**src/rtl/vdma_pkg.sv**
```systemverilog
package vdma_pkg;
  typedef enum logic [1:0] {ST_IDLE, ST_ARMED, ST_RUN} state_t;
  typedef enum logic [1:0] {MD_MEM, MD_FILL, MD_COPY} op_t;
  typedef enum logic [1:0] {TG_NONE = 2'd0, TG_VRAM = 2'd1, TG_CRAM = 2'd2, TG_VSRAM = 2'd3} tgt_t;
endpackage

```
**src/rtl/vdma_decode.sv**
```systemverilog
module vdma_decode
  import vdma_pkg::*;
#(
  parameter int REG_W = 8
) (
  input  logic [REG_W-1:0]   len_lo_i,
  input  logic [REG_W-1:0]   len_hi_i,
  input  logic [REG_W-1:0]   src_lo_i,
  input  logic [REG_W-1:0]   src_mid_i,
  input  logic [REG_W-1:0]   src_hi_i,
  output logic [2*REG_W:0]   units_o,
  output logic [3*REG_W-2:0] src_word_o,
  output op_t                op_o
);
  localparam int LEN_W = 2 * REG_W;

  logic [LEN_W-1:0] len;

  assign len        = {len_hi_i, len_lo_i};
  // zero length encodes the full 2^LEN_W range
  assign units_o    = (len == '0) ? {1'b1, {LEN_W{1'b0}}} : {1'b0, len};
  assign src_word_o = {src_hi_i[REG_W-2:0], src_mid_i, src_lo_i};

  always_comb begin
    unique case (src_hi_i[REG_W-1 -: 2])
      2'b10:   op_o = MD_FILL;
      2'b11:   op_o = MD_COPY;
      default: op_o = MD_MEM;
    endcase
  end
endmodule

```
**src/rtl/vdma_seq.sv**
```systemverilog
module vdma_seq
  import vdma_pkg::*;
#(
  parameter int REG_W  = 8,
  parameter int ADDR_W = 16
) (
  input  logic                 clk_i,
  input  logic                 rst_ni,
  input  logic                 cmd_start_i,
  input  logic                 dma_en_i,
  input  logic                 data_wr_i,
  input  logic [REG_W-1:0]     fill_data_i,
  input  tgt_t                 tgt_i,
  input  logic [ADDR_W-1:0]    addr_i,
  input  logic [REG_W-1:0]     inc_i,
  input  logic [2*REG_W:0]     units_i,
  input  logic [3*REG_W-2:0]   src_word_i,
  input  op_t                  op_i,
  output logic                 run_o,
  output op_t                  op_o,
  output tgt_t                 tgt_o,
  output logic [ADDR_W-1:0]    dst_o,
  output logic [3*REG_W-2:0]   src_o,
  output logic [REG_W-1:0]     fill_o,
  output logic                 busy_o,
  output logic                 done_o
);
  localparam int LEN_W = 2 * REG_W;
  localparam int CNT_W = LEN_W + 1;
  localparam int SRC_W = 3 * REG_W - 1;
  localparam logic [CNT_W-1:0] MAX_UNITS = {1'b1, {LEN_W{1'b0}}};

  state_t             state_q;
  op_t                op_q;
  tgt_t               tgt_q;
  logic [ADDR_W-1:0]  dst_q;
  logic [SRC_W-1:0]   src_q;
  logic [CNT_W-1:0]   cnt_q;
  logic [REG_W-1:0]   inc_q;
  logic [REG_W-1:0]   fill_q;
  logic               done_q;

  always_ff @(posedge clk_i or negedge rst_ni) begin
    if (!rst_ni) begin
      state_q <= ST_IDLE;
      op_q    <= MD_MEM;
      tgt_q   <= TG_NONE;
      dst_q   <= '0;
      src_q   <= '0;
      cnt_q   <= '0;
      inc_q   <= '0;
      fill_q  <= '0;
      done_q  <= 1'b0;
    end else begin
      done_q <= 1'b0;
      unique case (state_q)
        ST_IDLE, ST_ARMED: begin
          if (cmd_start_i && dma_en_i) begin
            op_q    <= op_i;
            tgt_q   <= tgt_i;
            dst_q   <= addr_i;
            src_q   <= src_word_i;
            cnt_q   <= units_i;
            inc_q   <= inc_i;
            state_q <= (op_i == MD_FILL) ? ST_ARMED : ST_RUN;
          end else if (state_q == ST_ARMED && data_wr_i) begin
            // fill takes address, length and source at the data write
            dst_q   <= addr_i;
            src_q   <= src_word_i;
            cnt_q   <= units_i;
            inc_q   <= inc_i;
            fill_q  <= fill_data_i;
            state_q <= ST_RUN;
          end
        end
        ST_RUN: begin
          dst_q <= dst_q + ADDR_W'(inc_q);
          src_q <= src_q + 1'b1;
          cnt_q <= cnt_q - 1'b1;
          if (cnt_q == CNT_W'(1)) begin
            state_q <= ST_IDLE;
            done_q  <= 1'b1;
          end
        end
        default: state_q <= ST_IDLE;
      endcase
    end
  end

  assign run_o  = (state_q == ST_RUN);
  assign op_o   = op_q;
  assign tgt_o  = tgt_q;
  assign dst_o  = dst_q;
  assign src_o  = src_q;
  assign fill_o = fill_q;
  assign busy_o = (state_q == ST_RUN) && (op_q != MD_MEM);
  assign done_o = done_q;

  a_r1_enable_gate: assert property (@(posedge clk_i) disable iff (!rst_ni)
    (state_q == ST_IDLE && cmd_start_i && !dma_en_i) |=> (state_q == ST_IDLE));

  a_r12_cmd_ignored: assert property (@(posedge clk_i) disable iff (!rst_ni)
    (state_q == ST_RUN && cnt_q != CNT_W'(1) && cmd_start_i)
      |=> (state_q == ST_RUN && op_q == $past(op_q) && tgt_q == $past(tgt_q)));

  a_r2_count_range: assert property (@(posedge clk_i) disable iff (!rst_ni)
    (state_q == ST_RUN) |-> (cnt_q != '0 && cnt_q <= MAX_UNITS));

  a_r2_done_single: assert property (@(posedge clk_i) disable iff (!rst_ni)
    done_q |=> !done_q);
endmodule

```
**src/rtl/vdma_route.sv**
```systemverilog
module vdma_route
  import vdma_pkg::*;
#(
  parameter int REG_W  = 8,
  parameter int ADDR_W = 16,
  parameter int IDX_W  = 6
) (
  input  logic                        valid_i,
  input  op_t                         op_i,
  input  tgt_t                        tgt_i,
  input  logic [ADDR_W-1:0]           dst_i,
  input  logic [3*REG_W-2:0]          src_i,
  input  logic [REG_W-1:0]            fill_i,
  input  logic [2*REG_W-1:0]          src_data_i,
  input  logic [REG_W-1:0]            vram_rdata_i,
  output logic [3*REG_W-2:0]          src_addr_o,
  output logic                        vram_we_o,
  output logic [ADDR_W-1:0]           vram_addr_o,
  output logic [1:0]                  vram_be_o,
  output logic [2*REG_W-1:0]          vram_wdata_o,
  output logic [ADDR_W-1:0]           vram_raddr_o,
  output logic [1:0]                  small_we_o,
  output logic [1:0][IDX_W-1:0]       small_idx_o,
  output logic [2*REG_W-1:0]          small_wdata_o
);
  localparam int DW = 2 * REG_W;

  logic [1:0] byte_be;

  assign src_addr_o   = src_i;
  assign vram_addr_o  = dst_i;
  assign vram_raddr_o = src_i[ADDR_W-1:0];
  // even byte address lives on the upper lane
  assign byte_be      = dst_i[0] ? 2'b01 : 2'b10;

  always_comb begin
    vram_we_o    = 1'b0;
    vram_be_o    = 2'b00;
    vram_wdata_o = '0;
    if (valid_i) begin
      unique case (op_i)
        MD_MEM: if (tgt_i == TG_VRAM) begin
          vram_we_o    = 1'b1;
          vram_be_o    = 2'b11;
          vram_wdata_o = dst_i[0] ? {src_data_i[REG_W-1:0], src_data_i[DW-1:REG_W]}
                                  : src_data_i;
        end
        MD_FILL: if (tgt_i == TG_VRAM) begin
          vram_we_o    = 1'b1;
          vram_be_o    = byte_be;
          vram_wdata_o = {fill_i, fill_i};
        end
        MD_COPY: begin
          vram_we_o    = 1'b1;
          vram_be_o    = byte_be;
          vram_wdata_o = {vram_rdata_i, vram_rdata_i};
        end
        default: ;
      endcase
    end
  end

  assign small_wdata_o = src_data_i;

  for (genvar g = 0; g < 2; g++) begin : g_small
    localparam tgt_t CODE = (g == 0) ? TG_CRAM : TG_VSRAM;
    assign small_we_o[g]  = valid_i && (op_i == MD_MEM) && (tgt_i == CODE);
    assign small_idx_o[g] = dst_i[IDX_W:1];
  end
endmodule

```
**src/rtl/vdma_engine.sv**
```systemverilog
module vdma_engine
  import vdma_pkg::*;
#(
  parameter int REG_W       = 8,
  parameter int ADDR_W      = 2 * REG_W,
  parameter int SMALL_DEPTH = 64,
  localparam int IDX_W      = $clog2(SMALL_DEPTH),
  localparam int SRC_W      = 3 * REG_W - 1,
  localparam int DW         = 2 * REG_W
) (
  input  logic              clk_i,
  input  logic              rst_ni,
  input  logic              dma_en_i,
  input  logic [REG_W-1:0]  inc_i,
  input  logic [REG_W-1:0]  len_lo_i,
  input  logic [REG_W-1:0]  len_hi_i,
  input  logic [REG_W-1:0]  src_lo_i,
  input  logic [REG_W-1:0]  src_mid_i,
  input  logic [REG_W-1:0]  src_hi_i,
  input  logic              cmd_start_i,
  input  logic [1:0]        tgt_i,
  input  logic [ADDR_W-1:0] addr_i,
  input  logic              data_wr_i,
  input  logic [REG_W-1:0]  fill_data_i,
  output logic [SRC_W-1:0]  src_addr_o,
  input  logic [DW-1:0]     src_data_i,
  output logic              vram_we_o,
  output logic [ADDR_W-1:0] vram_addr_o,
  output logic [1:0]        vram_be_o,
  output logic [DW-1:0]     vram_wdata_o,
  output logic [ADDR_W-1:0] vram_raddr_o,
  input  logic [REG_W-1:0]  vram_rdata_i,
  output logic              cram_we_o,
  output logic [IDX_W-1:0]  cram_idx_o,
  output logic [DW-1:0]     cram_wdata_o,
  output logic              vsram_we_o,
  output logic [IDX_W-1:0]  vsram_idx_o,
  output logic [DW-1:0]     vsram_wdata_o,
  output logic              busy_o,
  output logic              done_o,
  output logic [DW-1:0]     src_wb_o,
  output logic [ADDR_W-1:0] addr_wb_o
);
  logic [DW:0]            units;
  logic [SRC_W-1:0]       src_word;
  op_t                    dec_op;
  logic                   run;
  op_t                    run_op;
  tgt_t                   run_tgt;
  logic [ADDR_W-1:0]      dst;
  logic [SRC_W-1:0]       src;
  logic [REG_W-1:0]       fill_byte;
  logic [1:0]             small_we;
  logic [1:0][IDX_W-1:0]  small_idx;
  logic [DW-1:0]          small_wdata;

  vdma_decode #(.REG_W(REG_W)) u_decode (
    .len_lo_i   (len_lo_i),
    .len_hi_i   (len_hi_i),
    .src_lo_i   (src_lo_i),
    .src_mid_i  (src_mid_i),
    .src_hi_i   (src_hi_i),
    .units_o    (units),
    .src_word_o (src_word),
    .op_o       (dec_op)
  );

  vdma_seq #(.REG_W(REG_W), .ADDR_W(ADDR_W)) u_seq (
    .clk_i       (clk_i),
    .rst_ni      (rst_ni),
    .cmd_start_i (cmd_start_i),
    .dma_en_i    (dma_en_i),
    .data_wr_i   (data_wr_i),
    .fill_data_i (fill_data_i),
    .tgt_i       (tgt_t'(tgt_i)),
    .addr_i      (addr_i),
    .inc_i       (inc_i),
    .units_i     (units),
    .src_word_i  (src_word),
    .op_i        (dec_op),
    .run_o       (run),
    .op_o        (run_op),
    .tgt_o       (run_tgt),
    .dst_o       (dst),
    .src_o       (src),
    .fill_o      (fill_byte),
    .busy_o      (busy_o),
    .done_o      (done_o)
  );

  vdma_route #(.REG_W(REG_W), .ADDR_W(ADDR_W), .IDX_W(IDX_W)) u_route (
    .valid_i       (run),
    .op_i          (run_op),
    .tgt_i         (run_tgt),
    .dst_i         (dst),
    .src_i         (src),
    .fill_i        (fill_byte),
    .src_data_i    (src_data_i),
    .vram_rdata_i  (vram_rdata_i),
    .src_addr_o    (src_addr_o),
    .vram_we_o     (vram_we_o),
    .vram_addr_o   (vram_addr_o),
    .vram_be_o     (vram_be_o),
    .vram_wdata_o  (vram_wdata_o),
    .vram_raddr_o  (vram_raddr_o),
    .small_we_o    (small_we),
    .small_idx_o   (small_idx),
    .small_wdata_o (small_wdata)
  );

  assign cram_we_o     = small_we[0];
  assign cram_idx_o    = small_idx[0];
  assign cram_wdata_o  = small_wdata;
  assign vsram_we_o    = small_we[1];
  assign vsram_idx_o   = small_idx[1];
  assign vsram_wdata_o = small_wdata;
  assign src_wb_o      = src[DW-1:0];
  assign addr_wb_o     = dst;

  a_r13_single_port: assert property (@(posedge clk_i) disable iff (!rst_ni)
    $onehot0({vram_we_o, cram_we_o, vsram_we_o}));

  a_r11_small_not_busy: assert property (@(posedge clk_i) disable iff (!rst_ni)
    (cram_we_o || vsram_we_o) |-> !busy_o);

  a_r8_no_write_after_done: assert property (@(posedge clk_i) disable iff (!rst_ni)
    (done_o && !$past(cmd_start_i)) |-> !(vram_we_o || cram_we_o || vsram_we_o));
endmodule

```
**config.mk**
```make
export PLATFORM = sky130hd
export DESIGN_NAME = vdma_engine
export DESIGN_NICKNAME = d
export VERILOG_FILES = /design/src/rtl/vdma_pkg.sv /design/src/rtl/vdma_decode.sv /design/src/rtl/vdma_seq.sv /design/src/rtl/vdma_route.sv /design/src/rtl/vdma_engine.sv
export SDC_FILE = /design/constraint.sdc
export NUM_CORES = 1
export LEC_CHECK = 0
export BUFFER_PORTS_ARGS = -buffer_cell sky130_fd_sc_hd__buf_4
export CAP_MARGIN = 10
export CORE_UTILIZATION = 52
export CTS_BUF_LIST = sky130_fd_sc_hd__clkbuf_16
export CTS_CLUSTER_SIZE = 24
export DETAILED_ROUTE_END_ITERATION = 10
export GPL_TIMING_DRIVEN = 0
export HOLD_SLACK_MARGIN = 0.1
export PLACE_DENSITY = 0.95
export SLEW_MARGIN = 5
export SYNTH_ARGS = -nofsm -noshare
export SYNTH_HDL_FRONTEND = slang
export SYNTH_SLANG_ARGS = --single-unit
```
**constraint.sdc**
```tcl
create_clock -name clk_i -period 3.6 [get_ports clk_i]
set_clock_uncertainty 0.2 [all_clocks]
set_input_delay 0.72 -clock clk_i [delete_from_list [all_inputs] [get_ports clk_i]]
set_output_delay 0.72 -clock clk_i [all_outputs]
set_load 0.005 [all_outputs]
```
# Yosys cells after proc, flatten, opt, wreduce, memory -nomap -nowiden
# Index checks and enable logic that the tools add are counted.
# totals
out_inout_bits	154
elab_cells	78
input_bits	103
regBits	79
# classes
n_reduce_logical	19
bitwise	1
n_addsub	3
muxes	33
n_eq_ne	13
# op_table
operator	count
16-bit two-way mux	6
17-bit two-way mux	3
16-bit case mux with 3 select lines	1
23-bit two-way mux	2
23-bit case mux with 2 select lines	1
17-bit case mux with 2 select lines	1
16-bit case mux with 2 select lines	1
23-bit by 1-bit adder with 23-bit output, second input constant	1
17-bit by 1-bit equality test with 1-bit output, second input constant	1
17-bit by 1-bit subtractor with 17-bit output, second input constant	1
16-bit by 8-bit adder with 16-bit output	1
16-bit logical NOT	1
2-bit two-way mux	8
8-bit two-way mux	2
2-bit equality test, second input constant	6
2-bit by 1-bit equality test with 1-bit output, second input constant	4
2-bit case mux with 2 select lines	2
2-bit AND reduction	4
1-bit logical AND	6
2-bit case mux with 3 select lines	1
2-bit nonzero test	3
2-bit logical NOT	2
1-bit two-way mux	4
2-bit OR reduction	2
other kinds (5)	5

# Longest topological paths before layout
# Gate-level depths: netlist of run 1.
# depth
ltp_word	6
mapped_depth	7
mapped_depth_nobuf	7

# By module
# A second synthesis of run 1 with hierarchy kept.
# hier_totals
cells_unflattened	652
area_unflattened_um2	5711.7
# modules_own_cells
mod	area_each_um2	instances	cells_each
vdma_seq	4207.8	1	444
vdma_route	1104.8	1	146
vdma_decode	279.0	1	46
vdma_engine	120.1	1	16

# Least setup slack after synthesis of run 1
# Ideal clock, no wire load.
# synth_timing
kind	reg-to-output
startpoint	register u_seq.op_q[0] (netlist: u_seq.op_o[0])
endpoint	output port vram_wdata_o[10]
path_stages_with_launch	5
path_slack_ns	1.117
arrival_time_ns	1.563
cell_sequence	dfrtp_1 > nor4_1 > buf_2 > nand2_1 > a21oi_1
# synth_between
elab_chain_len	3
word_cells_on_any_way	5
# synth_lines
element	line	rtl
start: declaration	vdma_seq.sv:34	op_t op_q;
start signal: assignment	vdma_seq.sv:59	op_q <= op_i;
2-bit equality test (tied with other cells)	vdma_route.sv:41	unique case (op_i)
16-bit case mux with 3 select lines (*)	vdma_route.sv:41	
16-bit two-way mux (*)	vdma_route.sv:40	if (valid_i) begin
end: declaration	vdma_engine.sv:30	output logic [DW-1:0] vram_wdata_o,
# Every way passes the cells marked *; elsewhere a longest branch is shown, timed or not.

# Worst setup path in the final report of run 1
# layout_timing
startpoint	register u_seq.dst_q[0] (netlist: u_seq.dst_o[0])
endpoint	output port vram_wdata_o[11]
# layout_between
elab_chain_len	4
# layout_lines
element	line	rtl
start: declaration	vdma_seq.sv:36	logic [ADDR_W-1:0] dst_q;
start signal: assignment	vdma_seq.sv:61	dst_q <= addr_i;
start signal: assignment	vdma_seq.sv:68	dst_q <= addr_i;
start signal: assignment	vdma_seq.sv:77	dst_q <= dst_q + ADDR_W'(inc_q);
16-bit two-way mux	vdma_route.sv:45	vram_wdata_o = dst_i[0] ? {src_data_i[REG_W-1:0], src_data_i[DW-1:REG_W]}
16-bit two-way mux	vdma_route.sv:42	MD_MEM: if (tgt_i == TG_VRAM) begin
16-bit case mux with 3 select lines	vdma_route.sv:41	
16-bit two-way mux	vdma_route.sv:40	
# No other way between the ends.

==> results.md, run 1 <==
| Quantity | Reported |
|---|---|
| Final cycle utilization of the critical path | 93.3% |
| Tightest Pin Transition | 1010 ps |
| Number of cell rows | 37 |
| Placed instance area | 0.00771 sq mm |
| Sequential-to-total area share from yosys stat | 35.2% |
| Classification of the worst-slack hold path | reg2reg |
| Depth of the worst register-to-register path | 7 |
| Number of enable-type register cells in the synthesized netlist | 0 |
| Worst R2R End | u_seq.dst_o[8] |
| Layout area overhead | 43.5% |
| Power density relative to cell area | 836 mW/mm^2 |
| Top flip-flop cell by instance count after synthesis | dfrtp_1 |
| Clock network fraction of total power | 15.8% |
| Worst setup path category | reg2out |
| Run status | complete, no violations |
| Syn_area_per_cell | 8.74 sq um |
| RePlAce Congestion | 0.861 |
| Synth Register Bits | 79 |
| Internal Power | 4040 uW |
| Area of the die | 0.0112 sq mm |
| Via total after detailed routing | 6093 |
| Number of clock sinks | 79 |
| Placed Instances | 1035 |
| Final max-slew violation count | 0 |
| FILL cells | 747 |
| Die W | 106 um |
| Number of gates given a new drive strength after cts | 1 |
| Count of different cell masters after synthesis | 65 |
| Detailed placement HPWL | 14.0 mm |
| Global-route wire length before repair | 29.0 mm |
| Sw frac | 40.0% |
| Worst hold path startpoint | u_seq.inc_q[4] |
| Drt via density | 5.80 |
| Max-capacitance violation count | 0 |
| Critical path launch point | u_seq.dst_o[0] |
| Maximum number of pins on one net before global-route repair | 80 |
| Height of the chip | 106 um |
| Post-Synthesis Net Count | 758 |
| Hold buffer count at cts | 0 |
| Critical path capture point type | output port |
| Post-route non-filler standard cell count | 1051 |
| Number of antenna violations at the first check in global routing | 0 |
| Register Area | 0.00198 sq mm |
| Area of the mapped netlist | 0.00562 sq mm |
| Total leakage power | 0.00390 uW |
| Critical-path maximum fanout | 10 |
| Commonest cells after routing, fill and taps aside | 349 x buf_4, 102 x nand2_1, 79 x dfrtp_1, 34 x nor2_1, 32 x a21oi_1 |
| Overall Global Routing Usage | 32.8% |
| Largest buffer count on any clock path | 2 |
| WL final | 18.6 mm |
| Iteration count of the initial detailed-routing pass | 5 |
| Clock transition at the registers of the reported paths | 60 ps |
| Share of layout cells above drive strength 1 | 45.1% |
| Peak supply drop | 0.487 mV |
| Starting density of the core | 53.9% |
| Overflow after GRT | 0 |
| Worst Hold Depth | 2 |
| Total setup violations reported at the end of the flow | 0 |
| Multi-input combinational cell area | 0.00278 sq mm |
| Required time of the critical path | 2680 ps |
| Number of CTS-inserted buffers | 9 |
| Max frequency | 0.298 GHz |
| Number of placed I/O pins | 257 |
| Setup slack of the worst register-to-register path | 790 ps |
| Number of levels in the clock H-tree | 3 |
| Combinational share of power | 57.1% |
| Relative max-transition margin | 32.4% |
| Number of nets with antenna violations after detailed routing | 0 |
| Switch Pwr | 2690 uW |
| Final Cell Area | 0.00806 sq mm |
| Clock tree from TritonCTS | yes |
| WL/cell | 17.7 um |
| Clk_lat worst skew | 340 ps |
| Sequential cell fraction of total power | 27.1% |
| Number of inserted diodes | 0 |
| CP endpoint | vram_wdata_o[11] |
| DRC violation total after the first TritonRoute iteration | 536 |
| Via count of the first global-routing pass | 5778 |
| Worst hold slack across all endpoints | 288 ps |
| Post-route DRC violation count | 0 |
| Unrepaired setup endpoints after global routing | false |
| Arrival time worst endpoint | 2440 ps |
| Final net count | 1025 |
| Root Buffer Master | clkbuf_16 |
| Synth warnings | 0 |
| Count of final hold-check violations | 0 |
| Setup tns final | 0 ps |
| Commonest non-fill, non-tap cell in the layout | buf_4 |
| CP startpoint kind | flip-flop |
| Share of flip-flops with an asynchronous set or reset | 100% |
| Setup bufs post-CTS | 0 |
| Tmin final | 3360 ps |
| Number of cells produced by synthesis | 643 |
| Buffers on Ports | 256 |
| Area of the core | 0.0104 sq mm |
| Startpoint of the lowest-slack register-to-register path | u_seq.dst_o[0] |
-- layout make-up --
class | instances | area share, %
tap | 136 | 2.11
clock inverter | 7 | 1.47
sequential | 79 | 24.5
clock buffer | 9 | 2.79
multi-input combinational | 432 | 34.5
inverter | 9 | 0.419
buffer | 123 | 10.3
timing repair buffer | 256 | 23.8
-- cells in the mapped netlist, types with 4 or more instances --
cell type	count	area (sq um)
a211oi_1	4	30.0
a21o_1	7	52.6
a21oi_1	32	160
a221o_1	14	140
a22oi_1	15	113
and3_1	5	31.3
buf_4	93	698
clkbuf_1	22	82.6
dfrtp_1	79	1980
ha_1	11	138
inv_1	9	33.8
mux2_2	27	304
nand2_1	102	383
nand2b_1	4	25.0
nand3_1	22	110
nand4_1	5	31.3
nor2_1	34	128
nor3_1	12	60.1
nor4_1	11	68.8
o211ai_1	15	113
o21ai_0	29	145
o22ai_1	5	31.3
o311ai_0	15	131
or4_1	6	45.0
xnor2_1	4	35.0
-- metrics by stage --
step           util, %  total power (uW)  setup WS [ps]
5_1_grt           77.4              7180           95.2
4_1_cts           77.4              6700            258
2_1_floorplan        -              3890           1120
3_5_place_dp      74.0              5600            396
3_3_place_gp      74.0              5460            401
6_report          77.4              6740            242
-- cells by family after synthesis --
logic type	synth area share, %
flip-flops	35.2
XOR/XNOR	1.09
AO/OA/AOI/OAI	20.6
AND/OR/NAND/NOR	19.4
buffers and inverters	15.4
multiplexers	5.59
adder cells (fa/ha/maj)	2.81
-- how the worst min path moves through the flow --
stage	end	slack [ps]
6_report	u_seq.inc_q[4]	290
5_1_grt	u_seq.inc_q[7]	310
4_1_cts	u_seq.inc_q[7]	280
3_5_place_dp	u_seq.inc_q[7]	270
3_3_place_gp	u_seq.inc_q[6]	260
2_1_floorplan	u_seq.cnt_q[0]	220
-- registers in the layout, indices dropped and copies added (netlist names) --
| name | count |
|---|---|
| u_seq.op_o | 2 |
| u_seq.inc_q | 8 |
| u_seq.cnt_q | 17 |
| u_seq.tgt_o | 2 |
| u_seq.fill_o | 8 |
| u_seq.state_q | 2 |
| u_seq.src_o | 23 |
| u_seq.done_o | 1 |
| u_seq.dst_o | 16 |
-- critical path: stages (launching register included) --
cell and delay, ps:
dfrtp_1 420, clkbuf_1 470, clkbuf_1 480, mux2_2 390
nand2_1 70, a21oi_1 100, buf_4 170
-- power by group through the flow --
stage,Sequential (uW),Clock [uW],Combinational (uW)
after global routing,1890,1100,4180
after floorplan,1690,0,2210
after detailed placement,1810,0,3790
final,1830,1060,3850
after global placement,1790,0,3670
after CTS,1810,1060,3840
-- per-layer routing --
metal / vias to the layer above / share of wire, % / GRT usage [%]
li1: 2785 / - / -
met1: 2914 / 40 / 41.8
met2: 348 / 50 / 55.8
met3: 46 / 7.8 / 4.60
met4: 0 / 2.8 / 13.6
met5: - / 0 / 0
No activity file was read; power rests on OpenSTA's default activity.
==> inputs of run 2 (changes only) <==
--- a/config.mk
+++ b/config.mk
@@ -5,7 +5,7 @@
 export SDC_FILE = /design/constraint.sdc
 export NUM_CORES = 1
 export LEC_CHECK = 0
-export BUFFER_PORTS_ARGS = -buffer_cell sky130_fd_sc_hd__buf_4
+export BUFFER_PORTS_ARGS = -buffer_cell sky130_fd_sc_hd__buf_2
 export CAP_MARGIN = 10
 export CORE_UTILIZATION = 52
 export CTS_BUF_LIST = sky130_fd_sc_hd__clkbuf_16
==> results.md, run 2 (synthesis results as in run 1) <==
| Quantity | Reported |
|---|---|
| GR Layer Usage met3 | 5.33% |
| Overflow after GRT | 0 |
| Root Buffer Master | clkbuf_16 |
| Die W | 106 um |
| CP startpoint kind | flip-flop |
| Commonest cells after routing, fill and taps aside | 258 x buf_2, 102 x nand2_1, 94 x buf_4, 79 x dfrtp_1, 34 x nor2_1 |
| Clock tree from TritonCTS | yes |
| Overall Global Routing Usage | 32.0% |
| Number of gates given a new drive strength after cts | 0 |
| Number of clock sinks | 79 |
| WL/cell | 17.1 um |
| Detailed placement HPWL | 13.7 mm |
| Overall power after layout | 6300 uW |
| RePlAce Congestion | 0.876 |
| Area of the core | 0.0104 sq mm |
| Critical-path maximum fanout | 10 |
| Clk_lat worst skew | 330 ps |
| Setup bufs post-CTS | 0 |
| Max frequency | 0.288 GHz |
| Via total after detailed routing | 6001 |
| Number of inserted diodes | 0 |
| Run status | complete, no violations |
| Share of layout cells above drive strength 1 | 45.1% |
| Sequential cell fraction of total power | 28.8% |
| Number of levels in the clock H-tree | 3 |
| Starting density of the core | 53.9% |
| Area of the die | 0.0112 sq mm |
| Number of nets with antenna violations after detailed routing | 0 |
| Largest buffer count on any clock path | 2 |
| Internal Power | 3680 uW |
| Peak supply drop | 0.462 mV |
| Highest-utilization routing layer at the global route stage | met2 |
| Buffers on Ports | 256 |
| Number of placed I/O pins | 257 |
| Drt via density | 5.70 |
| Critical path capture point type | output port |
| Maximum number of pins on one net before global-route repair | 42 |
| Total setup violations reported at the end of the flow | 0 |
| Setup tns final | 0 ps |
| Final cycle utilization of the critical path | 96.4% |
| Max-capacitance violation count | 0 |
| Layout area overhead | 32.4% |
| Iteration count of the initial detailed-routing pass | 5 |
| Tightest Pin Transition | 1100 ps |
| WL final | 18.0 mm |
| Height of the chip | 106 um |
| Global-route wire length before repair | 28.1 mm |
| Clock network fraction of total power | 16.8% |
| Unrepaired setup endpoints after global routing | false |
| Via count of the first global-routing pass | 5586 |
| Clock transition at the registers of the reported paths | 60 ps |
| Power density relative to cell area | 847 mW/mm^2 |
| Met1 track demand over resource | 40.9% |
| Tmin final | 3470 ps |
| Number of flip-flops in the largest register | 23 |
| Post-route DRC violation count | 0 |
| Number of antenna violations at the first check in global routing | 0 |
| Count of final hold-check violations | 0 |
| Global Route met2 Usage | 53.5% |
| Classification of the worst-slack hold path | in2async |
| Final max-slew violation count | 0 |
| Total leakage power | 0.00372 uW |
| Number of CTS-inserted buffers | 9 |
| Sw frac | 41.5% |
| Arrival time worst endpoint | 2550 ps |
| Required time of the critical path | 2680 ps |
| Worst setup path category | reg2out |
| Number of cell rows | 37 |
| Commonest non-fill, non-tap cell in the layout | buf_2 |
| Combinational share of power | 54.4% |
| Hold buffer count at cts | 0 |
| Final net count | 1026 |
| Relative max-transition margin | 26.2% |
| Switch Pwr | 2620 uW |
| DRC violation total after the first TritonRoute iteration | 412 |
-- run 2: changes by cell type in the layout (fill, tap and decap cells not counted), sizes merged --
cell  delta
buf      +1
-- run 2: path summary, 6_finish.rpt --
| check | cells past startpoint | endpoint | slack, ps | from |
|---|---|---|---|---|
| setup / recovery | 5 | vram_wdata_o[11] | 130 | u_seq.op_o[0] |
| hold / removal | 1 | u_seq.cnt_q[8] | 160 | rst_ni |
| setup reg to reg | 7 | u_seq.dst_o[8] | 840 | u_seq.dst_o[0] |
| hold reg to reg | 2 | u_seq.inc_q[7] | 280 | u_seq.inc_q[7] |
| max in group asynchronous | 2 | u_seq.src_o[3] | 2420 | rst_ni |
| min in group clk_i | 2 | u_seq.inc_q[7] | 280 | u_seq.inc_q[7] |
-- run 2: critical path: stages, from the launching register on --
cell,delay [ps]
dfrtp_1,440
nor4_1,950
buf_2,370
nand2_1,80
a21oi_1,210
buf_2,160
-- run 2: routing by layer --
layer,vias to the layer above,part of all wire [%]
met5,-,0
li1,2804,-
met3,50,7.6
met4,0,2.8
met1,2820,41
met2,327,48
-- run 2: through the flow --
step           hold slack, ps  setup WS (ps)  instances  area, sq um  util [%]
6_report                  158            130       1052         7430      71.4
5_1_grt                   187           15.4       1052         7430      71.4
4_1_cts                   177            211       1052         7430      71.4
3_5_place_dp              269            572       1036         7090      68.1
3_3_place_gp              264            456       1035         7070      67.9
2_1_floorplan             224           1120        643         5620         -
-- run 2: final cells by class --
| cell class | count | area (sq um) |
|---|---|---|
| plain buffers | 123 | 830 |
| flip-flops and latches | 79 | 1980 |
| fillers | 850 | 2980 |
| multi-input cells | 432 | 2780 |
| well taps | 136 | 170 |
| inverters | 9 | 33.8 |
| clock inverters | 7 | 119 |
| repair buffers | 257 | 1300 |
| clock buffers | 9 | 225 |
-- run 2: power by group through the flow --
| stage | sequential (uW) | combinational (uW) | clock [uW] |
|---|---|---|---|
| 2_1_floorplan | 1690 | 2210 | 0 |
| 3_3_place_gp | 1770 | 3280 | 0 |
| 3_5_place_dp | 1800 | 3380 | 0 |
| 4_1_cts | 1790 | 3420 | 1070 |
| 5_1_grt | 1870 | 3760 | 1110 |
| 6_report | 1810 | 3420 | 1060 |
